$ cat config.mk
export PLATFORM = sky130hd
export DESIGN_NAME = ovl_fu_tile
export DESIGN_NICKNAME = d
export VERILOG_FILES = /design/src/rtl/ovl_fu_pkg.sv /design/src/rtl/ovl_fu_slot.sv /design/src/rtl/ovl_fu_launch.sv /design/src/rtl/ovl_fu_core.sv /design/src/rtl/ovl_fu_tile.sv
export SDC_FILE = /design/constraint.sdc
export NUM_CORES = 1
export LEC_CHECK = 0
export BUFFER_PORTS_ARGS = -buffer_cell sky130_fd_sc_hd__buf_2
export CORE_MARGIN = 3
export CORE_UTILIZATION = 61
export CTS_CLUSTER_SIZE = 14
export DETAILED_ROUTE_END_ITERATION = 6
export PLACE_DENSITY = 0.87
export SETUP_SLACK_MARGIN = 0.2
export SLEW_MARGIN = 20
export SYNTH_ARGS = -nofsm -noshare
export SYNTH_HDL_FRONTEND = slang
export SYNTH_SLANG_ARGS = --single-unit
$ cat constraint.sdc
create_clock -name clk -period 7.75 [get_ports clk]
set_clock_uncertainty 0.15 [all_clocks]
set_input_delay 0.775 -clock clk [delete_from_list [all_inputs] [get_ports clk]]
set_output_delay 0.775 -clock clk [all_outputs]
set_load 0.05 [all_outputs]
$ cat src/rtl/ovl_fu_pkg.sv
package ovl_fu_pkg;
    typedef enum logic [1:0] {
        OP_ADD = 2'd0,
        OP_SUB = 2'd1,
        OP_MUL = 2'd2,
        OP_OR  = 2'd3
    } fu_op_e;

    typedef enum logic {
        SLOT_EMPTY = 1'b0,
        SLOT_FULL  = 1'b1
    } slot_st_e;

    typedef enum logic {
        OUT_OPEN    = 1'b0,
        OUT_BLOCKED = 1'b1
    } out_st_e;

    // configuration field positions
    localparam int CFG_OP_LSB    = 14;
    localparam int CFG_KSEL_BIT  = 13;
    localparam int CFG_ASEL_LSB  = 11;
    localparam int CFG_BSEL_LSB  = 9;
    localparam int CFG_CONST_W   = 9;
endpackage

$ cat src/rtl/ovl_fu_slot.sv
module ovl_fu_slot
    import ovl_fu_pkg::*;
#(
    parameter int DW = 16
) (
    input  logic          clk,
    input  logic          rst_n,
    input  logic          cap_valid,
    input  logic [DW-1:0] cap_data,
    input  logic          consume,
    output logic          full,
    output logic [DW-1:0] data
);
    slot_st_e      state_q, state_d;
    logic [DW-1:0] data_q;

    always_ff @(posedge clk) begin
        if (!rst_n) state_q <= SLOT_EMPTY;
        else        state_q <= state_d;
    end

    always_comb begin
        state_d = state_q;
        unique case (state_q)
            SLOT_EMPTY: if (cap_valid) state_d = SLOT_FULL;
            SLOT_FULL:  if (consume)   state_d = SLOT_EMPTY;
        endcase
    end

    always_ff @(posedge clk) begin
        if (!rst_n)                                data_q <= '0;
        else if (state_q == SLOT_EMPTY && cap_valid) data_q <= cap_data;
    end

    assign full = (state_q == SLOT_FULL);
    assign data = data_q;


    slot_hold_chk: assert property (@(posedge clk) disable iff (!rst_n)
        (state_q == SLOT_FULL && !consume) |=> (state_q == SLOT_FULL && $stable(data_q)));

    slot_drain_chk: assert property (@(posedge clk) disable iff (!rst_n)
        consume |=> (state_q == SLOT_EMPTY));
endmodule

$ cat src/rtl/ovl_fu_launch.sv
module ovl_fu_launch
    import ovl_fu_pkg::*;
#(
    parameter int OUT_CREDITS = 2
) (
    input  logic clk,
    input  logic rst_n,
    input  logic a_full,
    input  logic b_full,
    input  logic b_const,
    input  logic res_credit,
    output logic launch
);
    localparam int CW = $clog2(OUT_CREDITS + 1);
    localparam logic [CW-1:0] CMAX = CW'(OUT_CREDITS);

    out_st_e       st_q, st_d;
    logic [CW-1:0] cnt_q, cnt_d;

    always_ff @(posedge clk) begin
        if (!rst_n) begin
            st_q  <= (OUT_CREDITS > 0) ? OUT_OPEN : OUT_BLOCKED;
            cnt_q <= CMAX;
        end else begin
            st_q  <= st_d;
            cnt_q <= cnt_d;
        end
    end

    always_comb begin
        launch = 1'b0;
        unique case (st_q)
            OUT_OPEN:    launch = a_full && (b_const || b_full);
            OUT_BLOCKED: launch = 1'b0;
        endcase
        cnt_d = cnt_q - CW'(launch) + CW'(res_credit);
        st_d  = (cnt_d == '0) ? OUT_BLOCKED : OUT_OPEN;
    end


    credit_bound_chk: assert property (@(posedge clk) disable iff (!rst_n)
        cnt_q <= CMAX);

    credit_spend_chk: assert property (@(posedge clk) disable iff (!rst_n)
        (launch && !res_credit) |=> (cnt_q == $past(cnt_q) - CW'(1)));
endmodule

$ cat src/rtl/ovl_fu_core.sv
module ovl_fu_core
    import ovl_fu_pkg::*;
#(
    parameter int DW  = 16,
    parameter int LAT = 3
) (
    input  logic          clk,
    input  logic          rst_n,
    input  logic          go,
    input  fu_op_e        op,
    input  logic [DW-1:0] a,
    input  logic [DW-1:0] b,
    output logic          out_valid,
    output logic [DW-1:0] out_data
);
    logic [DW-1:0] r;
    logic [LAT-1:0] vq;
    logic [DW-1:0]  dq [LAT];

    always_comb begin
        unique case (op)
            OP_ADD: r = a + b;
            OP_SUB: r = a - b;
            OP_MUL: r = a * b;
            OP_OR:  r = a | b;
        endcase
    end

    always_ff @(posedge clk) begin
        if (!rst_n) begin
            vq[0] <= 1'b0;
            dq[0] <= '0;
        end else begin
            vq[0] <= go;
            dq[0] <= r;
        end
    end

    for (genvar g = 1; g < LAT; g++) begin : g_stage
        always_ff @(posedge clk) begin
            if (!rst_n) begin
                vq[g] <= 1'b0;
                dq[g] <= '0;
            end else begin
                vq[g] <= vq[g-1];
                dq[g] <= dq[g-1];
            end
        end
    end

    assign out_valid = vq[LAT-1];
    assign out_data  = dq[LAT-1];
endmodule

$ cat src/rtl/ovl_fu_tile.sv
module ovl_fu_tile
    import ovl_fu_pkg::*;
#(
    parameter int DW          = 16,
    parameter int LAT         = 3,
    parameter int OUT_CREDITS = 2
) (
    input  logic                clk,
    input  logic                rst_n,
    input  logic [15:0]         cfg,
    input  logic [3:0][DW-1:0]  nb_data,
    input  logic [3:0]          nb_valid,
    output logic [3:0]          nb_credit,
    output logic [DW-1:0]       res_data,
    output logic                res_valid,
    input  logic                res_credit
);
    fu_op_e        op;
    logic [1:0]    a_sel, b_sel;
    logic          b_const;
    logic [DW-1:0] k_val;
    logic          a_full, b_full, launch;
    logic [DW-1:0] a_val, b_slot, b_val;
    logic [3:0]    credit_q;

    assign op      = fu_op_e'(cfg[CFG_OP_LSB +: 2]);
    assign b_const = cfg[CFG_KSEL_BIT];
    assign a_sel   = cfg[CFG_ASEL_LSB +: 2];
    assign b_sel   = cfg[CFG_BSEL_LSB +: 2];
    assign k_val   = {{(DW-CFG_CONST_W){1'b0}}, cfg[CFG_CONST_W-1:0]};

    ovl_fu_slot #(.DW(DW)) u_slot_a (
        .clk(clk), .rst_n(rst_n),
        .cap_valid(nb_valid[a_sel]), .cap_data(nb_data[a_sel]),
        .consume(launch), .full(a_full), .data(a_val)
    );

    ovl_fu_slot #(.DW(DW)) u_slot_b (
        .clk(clk), .rst_n(rst_n),
        .cap_valid(nb_valid[b_sel] && !b_const), .cap_data(nb_data[b_sel]),
        .consume(launch && !b_const), .full(b_full), .data(b_slot)
    );

    assign b_val = b_const ? k_val : b_slot;

    ovl_fu_launch #(.OUT_CREDITS(OUT_CREDITS)) u_launch (
        .clk(clk), .rst_n(rst_n),
        .a_full(a_full), .b_full(b_full), .b_const(b_const),
        .res_credit(res_credit), .launch(launch)
    );

    ovl_fu_core #(.DW(DW), .LAT(LAT)) u_core (
        .clk(clk), .rst_n(rst_n), .go(launch), .op(op),
        .a(a_val), .b(b_val), .out_valid(res_valid), .out_data(res_data)
    );

    for (genvar i = 0; i < 4; i++) begin : g_credit
        always_ff @(posedge clk) begin
            if (!rst_n) credit_q[i] <= 1'b0;
            else        credit_q[i] <= launch &&
                        ((a_sel == 2'(i)) || (!b_const && b_sel == 2'(i)));
        end
    end

    assign nb_credit = credit_q;


    credit_cause_chk: assert property (@(posedge clk) disable iff (!rst_n)
        (|nb_credit) |-> $past(launch));

    credit_width_chk: assert property (@(posedge clk) disable iff (!rst_n)
        $countones(nb_credit) <= 2);
endmodule

## Word level (Yosys, flattened, before mapping)

Memory sizes are Yosys's and may differ from the RTL's.
Cells that the tools add are included.

| storage, ports and cells | value |
|---|---|
| bits in registers | 44 |
| bits of input ports | 87 |
| RAM bits | 48 |
| memories | 1 |

| operators by class | value |
|---|---|
| add/subtract/negate cells | 4 |
| mux-type cells | 23 |
| $mul | 1 |
| reduce and logical (&&, ||, !) cells | 23 |
| equality and inequality tests | 9 |
| magnitude comparators | 2 |
| bitwise logic cells | 7 |

Memories:

| memory | words | width | read ports | clocked after memory_dff | wr ports | RTL line | RTL |
|---|---|---|---|---|---|---|---|
| u_core.dq | 3 | 16 | 3 | 0 | 3 | ovl_fu_core.sv:18 | `logic [DW-1:0] dq [LAT];` |

Operator list:

| operator | count |
|---|---|
| $mux 16 | 6 |
| $bmux 16 s2 | 2 |
| $pmux 16 s4 | 1 |
| $add 16x16->16 | 1 |
| $mul 16x16->16 | 1 |
| $or 16x16->16 | 1 |
| $sub 16x16->16 | 1 |
| $logic_and 1x1->1 | 13 |
| $eq 2x2->1 const B | 6 |
| $mux 1 | 9 |
| $logic_not 2->1 | 4 |
| $eq 2x1->1 const B | 3 |
| $lt 2x3->1 const B | 2 |
| $pmux 1 s2 | 3 |
| $logic_or 1x1->1 | 5 |
| $bmux 1 s2 | 2 |
| $not 1->1 | 3 |
| $or 1x1->1 | 3 |
| $add 2x1->2 | 1 |
| $sub 2x1->2 | 1 |
| $logic_not 1->1 | 1 |

## Depth between registers and ports, before layout

| logic depth | value |
|---|---|
| depth after elaboration | 7 |
| depth in mapped cells | 25 |
| depth with buffers taken out | 21 |

## Hierarchy

Synthesis repeated with hierarchy kept, for this count alone.

| unflattened totals | value |
|---|---|
| cell total of the unflattened synthesis | 1023 |
| area total of the unflattened synthesis | 9435.3 µm² |

Modules (own cells, without submodules):

| module | times used | cells each | area each (µm²) | seq. area each (µm²) |
|---|---|---|---|---|
| ovl_fu_core | 1 | 784 | 6693.9 | 1021.0 |
| ovl_fu_slot | 2 | 74 | 701.9 | 340.3 |
| ovl_fu_tile | 1 | 78 | 1192.4 | 80.1 |
| ovl_fu_launch | 1 | 13 | 145.1 | 60.1 |

## Worst setup path before layout

Ideal clock, no wire load.

| path | value |
|---|---|
| kind | input -> register |
| from | input port cfg[13] |
| to | memory u_core.dq[0][14] |
| library setup time | 0.115 ns |
| path slack | 1.153 ns |
| stages on the path | 22 |
| data arrival time | 6.332 ns |
| path through | buf_2 buf_4 mux2_2 clkbuf_1 and2_1 fa_1 inv_1 fa_1 fa_1 fa_1 inv_1 fa_1 inv_1 fa_1 inv_1 ha_1 and3_1 a211oi_1 a21oi_1 xor2_1 o211a_1 o21a_1 |

RTL lines:

| element | RTL line | RTL |
|---|---|---|
| from (decl) | ovl_fu_tile.sv:10 | `input logic [15:0] cfg,` |
| to (decl) | ovl_fu_core.sv:18 |  |

==> flow_metrics.py <==
metrics = {
    "setup_path": {
        "crit_required_ps": 7830,
        "crit_fanout": 18,
        "start_kind": "primary input",
        "crit_arrival_ps": 6650,
        "crit_path_end_kind": "flop",
        "r2r_slack_ps": 1780,
        "criticalPathCategory": "primary input to flop",
    },
    "clock_tree": {
        "cts.clk_slew.worst_paths_ps": 70,
        "postCtsSetupBuffers": 0,
        "ctsHoldBuffers": 0,
        "cts-htree-levels": 3,
        "max-clock-path-buffers": 2,
        "cts_sinks": 92,
        "cts_tree": "done",
        "cts_inserted_buffers": 9,
        "cts_root_buf": "clkbuf_16",
        "cts_resized": 0,
        "clk_latency_ps": 340,
    },
    "layout": {
        "antenna_cells": 0,
        "fin_nets": 1301,
        "drive_gt1_frac": 0.162,
        "final_core_util": 0.688,
        "syn2layout_area_growth_pct": 9.48,
    },
    "die": {
        "die_h_um": 129,
        "pin_count": 108,
        "core_region_area_mm2": 0.0147,
        "initial_core_util": 0.628,
        "die_w_um": 129,
        "rows": 44,
        "dieArea_mm2": 0.0167,
    },
    "timing": {
        "finalSetupViolCount": 0,
        "worstMarginPinSlew_ps": 1080,
        "max_freq_ghz": 0.152,
        "period_share": 0.847,
        "rsz0062_at_grt": "false",
        "tns_ps": 0,
        "slew_violations": 0,
        "finalCriticalPeriod_ps": 6570,
        "slew_headroom": 0.278,
        "hold_violations": 0,
    },
    "global_route": {
        "grt_busiest_layer": "met2",
        "antenna_found_initial": 0,
        "grt_pass1_vias": 7403,
        "grt_max_degree": 87,
        "grt-ovfl-total": 0,
        "use_met1": 0.348,
        "grt.total_usage": 0.270,
        "grt_pass1_wl_um": 35900,
        "gr-usage-met3": 0.0429,
        "globalRouteMet2Util": 0.469,
    },
    "yosys": {
        "synth_area_mm2": 0.00924,
        "yosysTopAreaCellShare": 0.199,
        "synthArstFlopShare": 0,
        "postSynthCellCount": 996,
        "synth_fp_nets": 1233,
        "synth_area_leaders": "dfxtp_1 (20%), fa_1 (18%), ha_1 (9.3%)",
        "synth_cell_types": 55,
        "yosys.area.top_type": "dfxtp_1",
        "ys_seq_area_frac": 0.199,
        "ys.flop_type": "dfxtp_1",
        "synth_edf_count": 0,
        "yosysWarnings": 0,
        "ys_ff_latch": 92,
        "avgSynthCellArea_um2": 9.27,
    },
    "drt": {
        "route.detailed.drc": 0,
        "avgRoutedWirePerCell_um": 17.6,
        "routed_via_density": 5.85,
        "ant_nets": 0,
        "wirelength_um": 22000,
        "vias": 7335,
        "drt_pre_antenna_iters": 5,
        "first_iter_violations": 568,
    },
    "min_path": {
        "hp-class": "flop to flop",
    },
    "placement": {
        "gp_congestion": 0.973,
        "io_buffers": 107,
        "dp_hpwl_um": 16800,
    },
    "power": {
        "power_density_mw_per_mm2": 165,
        "p_leak_nw": 4.88,
        "ir_drop_uv": 117,
    },
    "flow_run": {
        "maxCapViolCount": 0,
    },
    "outcome": {
        "status": "completed",
    },
}
==> where the power goes <==
part	internal (W)	switching [W]
Combinational	0.000290	0.000359
Clock	0.000262	0.000187
Sequential	0.000520	0.0000531
==> metrics by stage <==
step                      area [um^2]  total power [W]  worst slack [ps]  hold WS (ps)  std cells
after floorplan                  9240          0.00105              1150           256        996
after global placement           9800          0.00119               967           265       1237
after detailed placement         9800          0.00122               862           267       1237
after CTS                       10100          0.00167              1210           280       1253
after global routing            10100          0.00176               899           290       1253
final                           10100          0.00167              1180           279       1253
==> Yosys cell counts (all sizes together) (13+ instances only) <==
master    n
a21oi    25
and2     95
clkbuf   45
dfxtp    92
fa       81
ha       69
inv     124
mux2i    41
mux4     34
nand2    88
nand2b   13
nor2     54
nor2b    55
o21ai    27
xnor2    44
xor2     19
==> cells by family after synthesis <==
group           count (synthesis)  synth area share
mux                            82             0.136
buf+inv                       178            0.0753
xor+xnor                       65            0.0648
compound gates                103            0.0744
flops                          92             0.199
simple gates                  326             0.181
fa+ha+maj                     150             0.269
==> metal layers <==
layer  vias to the layer above  wire (um)
li1                       3361          -
met2                       356      10800
met5                         -          0
met1                      3546       8900
met4                         0        690
met3                        72       1650
==> registers in the layout (all words and copies together), names as in the netlist <==
name,count
nb_credit,4
u_slot_b.data,16
u_slot_b.full,1
u_core.out_valid,1
u_launch.cnt_q,2
u_core.vq,2
u_slot_a.data,16
u_slot_a.full,1
u_core.dq,48
u_launch.st_q,1
==> placed cells by master (no fill, tap or decap), types with 5 or more instances in the layout <==
master and n:
and2_1 94, o21ai_0 27, ha_1 69, o21a_1 6, nor2b_1 55, fa_1 81
clkbuf_16 9, inv_1 124, mux2_2 7, nand2_1 88, a21oi_1 25, nor3_1 10
o211ai_1 5, xor2_1 19, nor2_1 54, o22ai_1 5, nand2b_1 13, mux4_2 34
xnor2_1 44, dfxtp_1 92, buf_2 107, mux2i_1 41, a21o_1 6
==> final timing paths <==
path | start | endpoint | cells after the start
setup / recovery | cfg[13] | u_core.dq[0][14] | 20
hold / removal | u_core.vq[0] | u_core.vq[1] | 1
setup reg to reg | u_slot_b.data[4] | u_core.dq[0][14] | 19
hold reg to reg | u_core.vq[0] | u_core.vq[1] | 1
==> layout make-up <==
type | instances | area, um^2
multi-input combinational | 726 | 6700
fill | 1114 | 4590
sequential | 92 | 1840
timing repair buffer | 111 | 566
inverter | 124 | 465
clock buffer | 10 | 239
tap | 184 | 230
clock inverter | 6 | 71.3
==> worst max-delay path: stages <==
cell	delay [ps]
buf_2	380
mux2_2	530
and2_1	230
fa_1	540
inv_1	50
fa_1	460
fa_1	500
fa_1	550
inv_1	50
fa_1	480
inv_1	50
fa_1	470
inv_1	40
ha_1	330
and3_1	170
a211oi_1	360
a21oi_1	130
xor2_1	160
o211a_1	200
o21a_1	180
(Power assumes the default switching activity.)
